`config.mk`:
```
export PLATFORM = sky130hd
export DESIGN_NAME = cfgbuf
export DESIGN_NICKNAME = d
export VERILOG_FILES = /design/src/rtl/cfgbuf_pkg.sv /design/src/rtl/cfgbuf_rst_sync.sv /design/src/rtl/cfgbuf_route.sv /design/src/rtl/cfgbuf_bank.sv /design/src/rtl/cfgbuf_fanout.sv /design/src/rtl/cfgbuf.sv
export SDC_FILE = /design/constraint.sdc
export NUM_CORES = 1
export LEC_CHECK = 0
export BUFFER_PORTS_ARGS = -buffer_cell sky130_fd_sc_hd__buf_2
export CAP_MARGIN = 25
export CORE_MARGIN = 1
export CORE_UTILIZATION = 43
export CTS_CLUSTER_DIAMETER = 120
export CTS_CLUSTER_SIZE = 12
export DETAILED_ROUTE_END_ITERATION = 12
export PLACE_DENSITY_LB_ADDON = 0.1
export SYNTH_ARGS = -nofsm -noshare
export SYNTH_HDL_FRONTEND = slang
export SYNTH_SLANG_ARGS = --single-unit
```
`constraint.sdc`:
```
create_clock -name clk -period 1.1 [get_ports clk]
set_clock_uncertainty 0.05 [all_clocks]
set_input_delay 0 -clock clk [delete_from_list [all_inputs] [get_ports clk]]
set_output_delay 0 -clock clk [all_outputs]
set_load 0.03 [all_outputs]
```
`src/rtl/cfgbuf_pkg.sv`:
```
package cfgbuf_pkg;
  timeunit 1ns;
  timeprecision 1ps;

  typedef enum logic [1:0] {
    LAYOUT_WIDE    = 2'd0,
    LAYOUT_SPLIT_A = 2'd1,
    LAYOUT_SPLIT_B = 2'd2
  } layout_e;

  // Channels left unused in the wide layout and in split mapping A.
  localparam int unsigned GAP_CH_0 = 1;
  localparam int unsigned GAP_CH_1 = 4;
  localparam int unsigned GAP_CH_2 = 7;

  // A split-mode low select gives the wide layout.
  function automatic layout_e decode_layout(input logic split, input logic alt);
    layout_e l;
    if (!split)   l = LAYOUT_WIDE;
    else if (alt) l = LAYOUT_SPLIT_B;
    else          l = LAYOUT_SPLIT_A;
    return l;
  endfunction

  function automatic logic is_gap(input int unsigned ch);
    return (ch == GAP_CH_0) || (ch == GAP_CH_1) || (ch == GAP_CH_2);
  endfunction
endpackage

```
`src/rtl/cfgbuf_rst_sync.sv`:
```
module cfgbuf_rst_sync #(
  parameter int unsigned STAGES = 2
) (
  input  logic clk,
  input  logic rst_n,
  output logic rst_sync_n
);
  timeunit 1ns;
  timeprecision 1ps;

  logic [STAGES-1:0] chain_q;
  logic [STAGES-1:0] chain_d;

  always_comb begin
    chain_d = {chain_q[STAGES-2:0], 1'b1};
  end

  always_ff @(posedge clk or negedge rst_n) begin
    if (!rst_n) chain_q <= '0;
    else        chain_q <= chain_d;
  end

  assign rst_sync_n = chain_q[STAGES-1];
endmodule

```
`src/rtl/cfgbuf_route.sv`:
```
module cfgbuf_route
  import cfgbuf_pkg::*;
#(
  parameter int unsigned NUM_CH     = 25,
  parameter int unsigned NUM_DUP    = 14,
  parameter int unsigned ODT_ALT_CH = 11,
  parameter int unsigned CKE_ALT_CH = 14
) (
  input  layout_e           layout,
  input  logic [NUM_CH-1:0] d_in,
  input  logic              odt_in,
  input  logic              cke_in,
  output logic [NUM_CH-1:0] d_sel,
  output logic              odt_sel,
  output logic              cke_sel,
  output logic              dup_en
);
  timeunit 1ns;
  timeprecision 1ps;

  for (genvar gi = 0; gi < NUM_CH; gi++) begin : g_ch
    localparam int unsigned CH     = gi + 1;
    localparam logic        ON_W   = !is_gap(CH);
    localparam logic        ON_A   = (CH <= NUM_DUP) && !is_gap(CH);
    localparam logic        ON_B   = (CH <= NUM_DUP - 1) && (CH != GAP_CH_2) &&
                                     (CH != ODT_ALT_CH);
    logic active;

    always_comb begin
      unique case (layout)
        LAYOUT_SPLIT_A: active = ON_A;
        LAYOUT_SPLIT_B: active = ON_B;
        default:        active = ON_W;
      endcase
    end

    assign d_sel[gi] = d_in[gi] & active;
  end

  always_comb begin
    odt_sel = odt_in;
    cke_sel = cke_in;
    if (layout == LAYOUT_SPLIT_B) begin
      odt_sel = d_in[ODT_ALT_CH-1];
      cke_sel = d_in[CKE_ALT_CH-1];
    end
  end

  assign dup_en = (layout != LAYOUT_WIDE);
endmodule

```
`src/rtl/cfgbuf_bank.sv`:
```
module cfgbuf_bank #(
  parameter int unsigned WIDTH = 8
) (
  input  logic             clk,
  input  logic             rst_n,
  input  logic             load,
  input  logic [WIDTH-1:0] d,
  output logic [WIDTH-1:0] q
);
  timeunit 1ns;
  timeprecision 1ps;

  logic [WIDTH-1:0] q_r;
  logic [WIDTH-1:0] q_nxt;

  always_comb begin
    q_nxt = q_r;
    if (load) q_nxt = d;
  end

  always_ff @(posedge clk or negedge rst_n) begin
    if (!rst_n) q_r <= '0;
    else        q_r <= q_nxt;
  end

  assign q = q_r;
endmodule

```
`src/rtl/cfgbuf_fanout.sv`:
```
module cfgbuf_fanout #(
  parameter int unsigned NUM_CH  = 25,
  parameter int unsigned NUM_DUP = 14,
  parameter int unsigned NUM_CTL = 3
) (
  input  logic               dup_en,
  input  logic [NUM_CH-1:0]  data_r,
  input  logic [NUM_CTL-1:0] ctl_r,
  output logic [NUM_CH-1:0]  data_a,
  output logic [NUM_DUP-1:0] data_b,
  output logic [NUM_CTL-1:0] ctl_a,
  output logic [NUM_CTL-1:0] ctl_b
);
  timeunit 1ns;
  timeprecision 1ps;

  assign data_a = data_r;
  assign ctl_a  = ctl_r;

  for (genvar gi = 0; gi < NUM_DUP; gi++) begin : g_dup
    assign data_b[gi] = dup_en & data_r[gi];
  end

  for (genvar gc = 0; gc < NUM_CTL; gc++) begin : g_ctl
    assign ctl_b[gc] = dup_en & ctl_r[gc];
  end
endmodule

```
`src/rtl/cfgbuf.sv`:
```
module cfgbuf
  import cfgbuf_pkg::*;
#(
  parameter int unsigned NUM_CH      = 25,
  parameter int unsigned NUM_DUP     = 14,
  parameter int unsigned ODT_ALT_CH  = 11,
  parameter int unsigned CKE_ALT_CH  = 14,
  parameter int unsigned SYNC_STAGES = 2
) (
  input  logic               clk,
  input  logic               rst_n,
  input  logic               cfg_split,
  input  logic               cfg_alt,
  input  logic               sel_dram,
  input  logic               sel_reg,
  input  logic               odt_in,
  input  logic               cke_in,
  input  logic [NUM_CH-1:0]  d_in,
  output logic [NUM_CH-1:0]  q_a,
  output logic [NUM_DUP-1:0] q_b,
  output logic               cs_a,
  output logic               cs_b,
  output logic               odt_a,
  output logic               odt_b,
  output logic               cke_a,
  output logic               cke_b
);
  timeunit 1ns;
  timeprecision 1ps;

  localparam int unsigned NUM_CTL = 3;
  localparam int unsigned IDX_CS  = 0;
  localparam int unsigned IDX_ODT = 1;
  localparam int unsigned IDX_CKE = 2;

  layout_e             layout;
  logic                rst_sync_n;
  logic [NUM_CH-1:0]   d_sel;
  logic                odt_sel;
  logic                cke_sel;
  logic                dup_en;
  logic                data_load;
  logic [NUM_CH-1:0]   data_r;
  logic [NUM_CTL-1:0]  ctl_d;
  logic [NUM_CTL-1:0]  ctl_r;
  logic [NUM_CTL-1:0]  ctl_a;
  logic [NUM_CTL-1:0]  ctl_b;

  assign layout = decode_layout(cfg_split, cfg_alt);

  cfgbuf_rst_sync #(.STAGES(SYNC_STAGES)) i_rst_sync (
    .clk        (clk),
    .rst_n      (rst_n),
    .rst_sync_n (rst_sync_n)
  );

  cfgbuf_route #(
    .NUM_CH     (NUM_CH),
    .NUM_DUP    (NUM_DUP),
    .ODT_ALT_CH (ODT_ALT_CH),
    .CKE_ALT_CH (CKE_ALT_CH)
  ) i_route (
    .layout  (layout),
    .d_in    (d_in),
    .odt_in  (odt_in),
    .cke_in  (cke_in),
    .d_sel   (d_sel),
    .odt_sel (odt_sel),
    .cke_sel (cke_sel),
    .dup_en  (dup_en)
  );

  // Data capture is enabled unless both selects are high.
  assign data_load = ~(sel_dram & sel_reg);

  cfgbuf_bank #(.WIDTH(NUM_CH)) i_data_bank (
    .clk   (clk),
    .rst_n (rst_sync_n),
    .load  (data_load),
    .d     (d_sel),
    .q     (data_r)
  );

  always_comb begin
    ctl_d          = '0;
    ctl_d[IDX_CS]  = sel_dram;
    ctl_d[IDX_ODT] = odt_sel;
    ctl_d[IDX_CKE] = cke_sel;
  end

  cfgbuf_bank #(.WIDTH(NUM_CTL)) i_ctl_bank (
    .clk   (clk),
    .rst_n (rst_sync_n),
    .load  (1'b1),
    .d     (ctl_d),
    .q     (ctl_r)
  );

  cfgbuf_fanout #(
    .NUM_CH  (NUM_CH),
    .NUM_DUP (NUM_DUP),
    .NUM_CTL (NUM_CTL)
  ) i_fanout (
    .dup_en (dup_en),
    .data_r (data_r),
    .ctl_r  (ctl_r),
    .data_a (q_a),
    .data_b (q_b),
    .ctl_a  (ctl_a),
    .ctl_b  (ctl_b)
  );

  assign cs_a  = ctl_a[IDX_CS];
  assign cs_b  = ctl_b[IDX_CS];
  assign odt_a = ctl_a[IDX_ODT];
  assign odt_b = ctl_b[IDX_ODT];
  assign cke_a = ctl_a[IDX_CKE];
  assign cke_b = ctl_b[IDX_CKE];
endmodule

```
# Word-level counts from Yosys, hierarchy flattened
# Cells that the tools add are included.
[word_totals]
input_bits = 33
out_inout_bits = 45
ff_bits = 29
[classes]
bitwise = 32
n_mux = 7
eq_ne = 2
reduce_logical = 2
[ops]
columns = ["cell", "count"]
rows = [
  ["$and A1 B1 Y1", 32],
  ["$mux W1", 5],
  ["$mux W2", 2],
  ["$eq A2 B1 Y1 const B", 1],
  ["$eq A2 B2 Y1 const B", 1],
  ["$reduce_bool A2 Y1", 1],
  ["$reduce_or A2 Y1", 1],
]

# Longest topological paths before layout
# Gate-level depths: netlist of the first run.
[depth]
ltp_word = 6
depth_mapped = 5

# Hierarchy
# A second synthesis of the first run with hierarchy kept.
[hier_totals]
hier_cells = 147
hier_area_um2 = 1818.0
[modules_own_cells]
columns = ["mod", "n_inst", "cells_each", "area_per_inst_um2"]
rows = [
  ["cfgbuf_bank at i_data_bank", 1, 53, 1033.5],
  ["cfgbuf_fanout", 1, 46, 344.1],
  ["cfgbuf_route", 1, 35, 254.0],
  ["cfgbuf_bank at i_ctl_bank", 1, 6, 108.9],
  ["cfgbuf_rst_sync", 1, 3, 53.8],
  ["cfgbuf", 1, 4, 23.8],
]

# Worst setup path after synthesis of the first run
# No wires, ideal clock.
[synth_path]
path_kind = "input -> output"
startpoint = "input port cfg_alt"
endpoint = "output port cke_b"
slack_ns = -0.004
path_buffers = 1
cell_stages = 4
t_arrival_ns = 1.054
cell_sequence = "nand2b_1 > ha_1 > clkbuf_1 > nor2b_1"
[synth_between]
elab_chain_cells = 4
[synth_rtl]
columns = ["element", "line_no", "text"]
rows = [
  ["start, declared", "cfgbuf.sv:13", "input logic cfg_alt,"],
  ["$mux W2", "cfgbuf_pkg.sv:20", "else if (alt) l = LAYOUT_SPLIT_B;"],
  ["$mux W2", "cfgbuf_pkg.sv:19", "if (!split) l = LAYOUT_WIDE;"],
  ["$reduce_bool A2 Y1", "cfgbuf_route.sv:49", "assign dup_en = (layout != LAYOUT_WIDE);"],
  ["$and A1 B1 Y1", "cfgbuf_fanout.sv:25", "assign ctl_b[gc] = dup_en & ctl_r[gc];"],
  ["end, declared", "cfgbuf.sv:26", "output logic cke_b"],
]
# No other way between the ends.

# Worst setup path in the final report of the first run
[layout_path]
startpoint = "register i_data_bank.q_r[1] (netlist: i_data_bank.q[1])"
endpoint = "output port q_b[1]"
[layout_between]
elab_chain_cells = 1
[layout_rtl]
columns = ["element", "line_no", "text"]
rows = [
  ["start, declared", "cfgbuf_bank.sv:13", "logic [WIDTH-1:0] q_r;"],
  ["start signal, assigned", "cfgbuf_bank.sv:23", "else q_r <= q_nxt;"],
  ["$and A1 B1 Y1", "cfgbuf_fanout.sv:21", "assign data_b[gi] = dup_en & data_r[gi];"],
  ["end, declared", "cfgbuf.sv:20", "output logic [NUM_DUP-1:0] q_b,"],
]
# No other way between the ends.

==> impl_metrics.csv, run 1 <==
group,metric,value,unit
clock_tree,clock_path_buffers,2,
critical_path,worst-path-buf-inv,1,
timing,setup_ws,-0.0253,ns
routing,drtIter0Drc,32,
timing,hold_slack,0.0692,ns
routing,viasPerCell,4.83,
finish,fillers,189,
critical_path,critical_path_required,1.05,ns
critical_path,crit_chain,"nor2b_1, buf_4",
routing,ant_nets,0,
timing,finalMaxSlewViolations,0,
synth,yosys.area.top_type,"dfrtp_1",
routing,wire_per_inst,13.8,um
synth,synthCells,115,
critical_path,crit_fanout,3,
die,pin_count,78,
finish,layout_common_cells,"57 x buf_2, 33 x dlygate4sd3_1, 29 x dfrtp_1, 24 x buf_4, 15 x nand3_1",
timing,clock.fmax,0.889,GHz
critical_path,crit_path_max_incr_delay,0.38,ns
routing,dr.pass1.iters,10,
finish,utilization,77.6,%
critical_path,path_class,"register to output port",
place,gp_congestion,0.740,
place,numPortBuffers,74,
finish,final_nets,264,
power,power_density,1230,mW/mm^2
synth,ys_seq_area_share,54.1,%
routing,drc_errors,6,
clock_tree,cts_root_buf,"clkbuf_4",
place,placed_area,0.00172,sq mm
global_route,first_global_vias,1226,
clock_tree,cts_sinks,29,
die,core_area,0.00285,sq mm
synth,syn_area,0.00134,sq mm
timing,rsz0062_at_grt,"yes",
clock_tree,htree_num_levels,2,
timing,final-hold-violation-count,0,
synth,synth_top_cell_area_share,54.1,%
finish,final_area,0.00221,sq mm
clock_tree,cts_buffers,5,
global_route,grt_first_pass_wirelength,5460,um
clock_tree,cts_tree,"built",
status,outcome,"finished with violations",
flow_run,cap_violations,0,
synth,synth_area_per_cell,11.7,sq um
clock_tree,insertion_delay,0.32,ns
global_route,overflow,0,
die,start_util,47.1,%
routing,num_vias,1260,
hold_path,hp-class,"input pin to register",
clock_tree,cts.clk_slew.worst_paths,0.08,ns
timing,period_minus_slack,1.13,ns
synth,yosys_warnings,0,
critical_path,crit_slowest_cell,"dfrtp_1",
timing,setup_viol,1,
finish,diodes,0,
status,violations,"design-rule violations, negative setup slack",
critical_path,critical_path.top_delay_family,"flip-flops",
die,die-area,0.00335,sq mm
finish,syn_to_final_growth,64.9,%
global_route,grt_use_total,22.1,%
die,die_w,57.9,um
critical_path,endpoint_kind,"output port",
synth,yosys_register_bits,29,
global_route,antenna_found_initial,0,
place,place_hpwl,2130,um
critical_path,worstPathArrival,1.08,ns
power,power,2720,uW
timing,tns,-0.0253,ns
timing,finalCritPeriodShare,102,%
power,max-vdd-ir-drop,0.000669,V
routing,wl,3600,um
synth,synth_area_leaders,"dfrtp_1 54%, mux2_2 7.5%, nor2b_1 7.5%",
die,die_h,57.9,um
finish,final_common_cell,"buf_2",
synth,ys_types,19,
power,power.leakage,0.00110,uW
global_route,grt_max_degree,28,
critical_path,crit_path_start_kind,"register",
finish,drive_gt1_share,50.4,%
die,rows,19,
==> worst min-delay path: stages <==
cell and delay (ns):
buf_2 0.10, a22oi_1 0.11, a22o_1 0.19
==> metal layers <==
layer	part of all wire (%)	routed length [um]	track usage (%)	vias to the layer above
li1	-	-	-	611
met1	39	1410	24.3	591
met3	5.4	194	6.92	7
met2	54	1940	40.1	51
met5	0	0	0	-
met4	1.6	58	7.48	0
==> final timing paths <==
check,startpoint,to,slack (ns),depth (start not counted)
min in group asynchronous,i_rst_sync.chain_q[1],i_data_bank.q[4],0.19,1
max in group asynchronous,rst_n,i_rst_sync.chain_q[1],0.41,3
hold / removal,cfg_alt,i_data_bank.q[10],0.07,3
hold reg to reg,i_rst_sync.chain_q[1],i_data_bank.q[4],0.19,1
setup reg to reg,i_data_bank.q[11],i_data_bank.q[11],0.17,2
setup / recovery,i_data_bank.q[1],q_b[1],-0.03,2
==> what timing repair did <==
item                       CTS  global route
hold endpoints to repair    29             0
hold buffers                33             0
setup endpoints to repair   16            16
resized for setup            2            38
buffers inserted             0             5
==> per-stage QoR <==
step | worst slack (ns) | instances
after floorplan | -0.00357 | 116
after CTS | -0.0000134 | 256
after global routing | -0.0860 | 261
final | -0.0253 | 261
after detailed placement | -0.143 | 216
after global placement | -0.0181 | 216
==> cells by family (layout without fill, tap and decap cells) <==
logic type | after synthesis | in the layout | share of synthesized area, %
AND/OR/NAND/NOR | 46 | 46 | 20.0
flip-flops | 29 | 29 | 54.1
AO/OA/AOI/OAI | 16 | 16 | 9.51
multiplexers | 11 | 11 | 9.79
buffers and inverters | 10 | 124 | 5.12
other | 2 | 3 | 0.559
adder cells (fa/ha/maj) | 1 | 1 | 0.932
==> state kept, by name, summed over array words and instances (netlist names) <==
| signal | count |
|---|---|
| i_ctl_bank.q | 3 |
| i_rst_sync.chain_q | 2 |
| i_data_bank.q | 24 |
==> synthesized netlist by cell type <==
cell      number
nor2b_1       16
o21ai_2       10
buf_6          3
nand2b_1      12
nand2_1        1
ha_1           1
o21ai_0        3
mux2_4         2
mux2_2         9
clkbuf_1       4
nand3_1       15
dfrtp_1       29
a22oi_1        1
a22o_1         2
buf_2          1
and2_4         1
buf_4          2
conb_1         2
nand2_2        1
==> layout make-up <==
cell class	instances	area, sq um	share of cell area [%]
clock buffers	7	55.1	2.49
multi-input cells	77	564	25.5
flip-flops and latches	29	726	32.8
well taps	31	38.8	1.75
repair buffers	117	830	37.5
==> power breakdown <==
part           switching (uW)  internal [uW]  leakage (uW)
Clock                     331            301     0.0000314
Combinational             504            376      0.000716
Sequential               53.4           1160      0.000355
Total                     889           1830       0.00110
No activity file was read; power rests on OpenSTA's default activity.
==> inputs of run 2 (changes only) <==
--- a/config.mk
+++ b/config.mk
@@ -6,7 +6,8 @@
 export NUM_CORES = 1
 export LEC_CHECK = 0
 export BUFFER_PORTS_ARGS = -buffer_cell sky130_fd_sc_hd__buf_2
-export CAP_MARGIN = 25
+export CAP_MARGIN = 20
+export CORE_ASPECT_RATIO = 1.5
 export CORE_MARGIN = 1
 export CORE_UTILIZATION = 43
 export CTS_CLUSTER_DIAMETER = 120
==> run 2 against run 1 <==
  * Combinational power decreased by 6.2%
  * The run now ends clean
  * Largest power group unchanged
  * Critical path type unchanged
  * Clock power grew 28%
  * Final cell count rose by 1.9%
  * Critical path depth unchanged
  * Global-route usage is 0.49 points higher
==> impl_metrics.csv, run 2 (same netlist as run 1, synthesis figures left out) <==
group,metric,value,unit
status,outcome,"complete, no violations",
critical_path,crit_path_start_kind,"register",
timing,setup_ws,0.0217,ns
finish,layout_common_cells,"71 x buf_2, 31 x dlygate4sd3_1, 29 x dfrtp_1, 15 x nor2b_1, 15 x nand3_1",
timing,hold_slack,0.0201,ns
critical_path,reg2reg_depth,1,
power,clkPwrFrac,28.3,%
routing,drtIter0Drc,26,
place,gp_congestion,0.651,
global_route,overflow,0,
global_route,grt_use_total,22.6,%
power,max-vdd-ir-drop,0.000918,V
clock_tree,htree_num_levels,2,
clock_tree,cts.clk_slew.worst_paths,0.06,ns
finish,diodes,0,
routing,dr.pass1.iters,4,
finish,drive_gt1_share,49.3,%
timing,period_minus_slack,1.08,ns
finish,syn_to_final_growth,61.1,%
critical_path,critical_path_required,1.05,ns
place,post-place-ws,-0.0654,ns
place,numPortBuffers,74,
timing,clock.fmax,0.927,GHz
finish,largest_reg_flops,24,
die,pin_count,78,
hold_path,whs_path_depth,3,
clock_tree,cts_tree,"built",
clock_tree,insertion_delay,0.27,ns
flow_run,cap_violations,0,
timing,finalMaxSlewViolations,0,
power,comb_power_share,29.1,%
die,core_area,0.00294,sq mm
clock_tree,clock_path_buffers,2,
routing,num_vias,1288,
clock_tree,cts_root_buf,"clkbuf_8",
die,die_h,70.4,um
power,power_frac_seq,42.6,%
critical_path,crit_fanout,3,
clock_tree,cts_buffers,5,
timing,setup_viol,0,
place,placed_area,0.00176,sq mm
routing,wl,3320,um
routing,viasPerCell,4.84,
global_route,antenna_found_initial,0,
power,swShare,31.6,%
timing,rsz0062_at_grt,"no",
routing,wire_per_inst,12.5,um
routing,drc_errors,0,
power,switchingPower,899,uW
critical_path,endpoint_kind,"output port",
die,rows,24,
finish,final_nets,260,
hold_path,hp-class,"input pin to register",
finish,final_area,0.00216,sq mm
global_route,grt_first_pass_wirelength,5290,um
power,internal-power,1950,uW
global_route,first_global_vias,1239,
die,die_w,47.6,um
routing,ant_nets,0,
timing,final-hold-violation-count,0,
place,place_hpwl,2160,um
critical_path,worstPathArrival,1.03,ns
die,start_util,45.6,%
critical_path,path_class,"register to output port",
global_route,grt_max_degree,17,
power,power.leakage,0.00109,uW
finish,final_common_cell,"buf_2",
timing,finalCritPeriodShare,98.0,%
power,power_density,1310,mW/mm^2
die,die-area,0.00335,sq mm
clock_tree,cts_sinks,29,
==> run 2: cell count changes in the layout (fill, tap and decap cells not counted) <==
| cell | before | now |
|---|---|---|
| clkbuf_4 | 5 | 0 |
| clkbuf_1 | 1 | 3 |
| dlygate4sd3_1 | 33 | 31 |
| nor2b_4 | 1 | 0 |
| buf_2 | 57 | 71 |
| clkbuf_8 | 1 | 5 |
| buf_6 | 3 | 1 |
| nor2b_1 | 14 | 15 |
| buf_4 | 24 | 10 |
==> run 2: through the flow <==
| step | utilization (%) | total power, uW | setup TNS, ns | std cells |
|---|---|---|---|---|
| finish | 73.5 | 2840 | 0 | 266 |
| global route | 73.5 | 3000 | 0 | 266 |
| CTS | 73.0 | 2860 | 0 | 266 |
| detailed placement | 59.7 | 1960 | -0.197 | 227 |
| global placement | 59.7 | 1950 | -0.0144 | 227 |
| floorplan | - | 1730 | -0.0357 | 116 |
==> run 2: critical path, stage by stage, from the launching register on <==
cell and delay [ns]:
dfrtp_1 0.37, nor2b_1 0.16, buf_2 0.22
==> run 2: final cells by class <==
type | instances | area [sq um]
sequential | 29 | 726
clock buffer | 8 | 80.1
timing repair buffer | 113 | 752
fill | 247 | 779
multi-input combinational | 77 | 557
tap | 39 | 48.8
==> run 2: worst paths after layout <==
| kind | startpoint | endpoint | slack [ns] |
|---|---|---|---|
| max in group asynchronous | rst_n | i_rst_sync.chain_q[0] | 0.35 |
| min in group asynchronous | i_rst_sync.chain_q[1] | i_data_bank.q[24] | 0.14 |
| hold / removal | sel_reg | i_data_bank.q[22] | 0.02 |
| setup / recovery | i_data_bank.q[0] | q_b[0] | 0.02 |
| hold reg to reg | i_rst_sync.chain_q[1] | i_data_bank.q[24] | 0.14 |
| setup reg to reg | i_data_bank.q[4] | i_data_bank.q[4] | 0.28 |
==> run 2: power by group through the flow <==
| stage | Sequential (uW) | Combinational [uW] | Clock (uW) |
|---|---|---|---|
| 4_1_cts | 1210 | 819 | 831 |
| 6_report | 1210 | 826 | 806 |
| 2_1_floorplan | 1420 | 313 | 0 |
| 3_3_place_gp | 1220 | 721 | 0 |
| 3_5_place_dp | 1230 | 732 | 0 |
| 5_1_grt | 1220 | 892 | 882 |
==> run 2: timing repair <==
action                                  in CTS  in global routing
hold buffers                                31                  0
resized for setup                            1                  8
endpoints found under the hold margin       29                  0
buffers inserted                             0                  0
endpoints found under the setup margin       3                  3
==> run 2: layer usage <==
layer  GRT usage (%)  vias up  routed length [um]
met5               0        -                   0
met4            13.0        0                  79
met3            4.65        8                 179
met2            38.7       58                1870
met1            23.6      616                1190
li1                -      606                   -
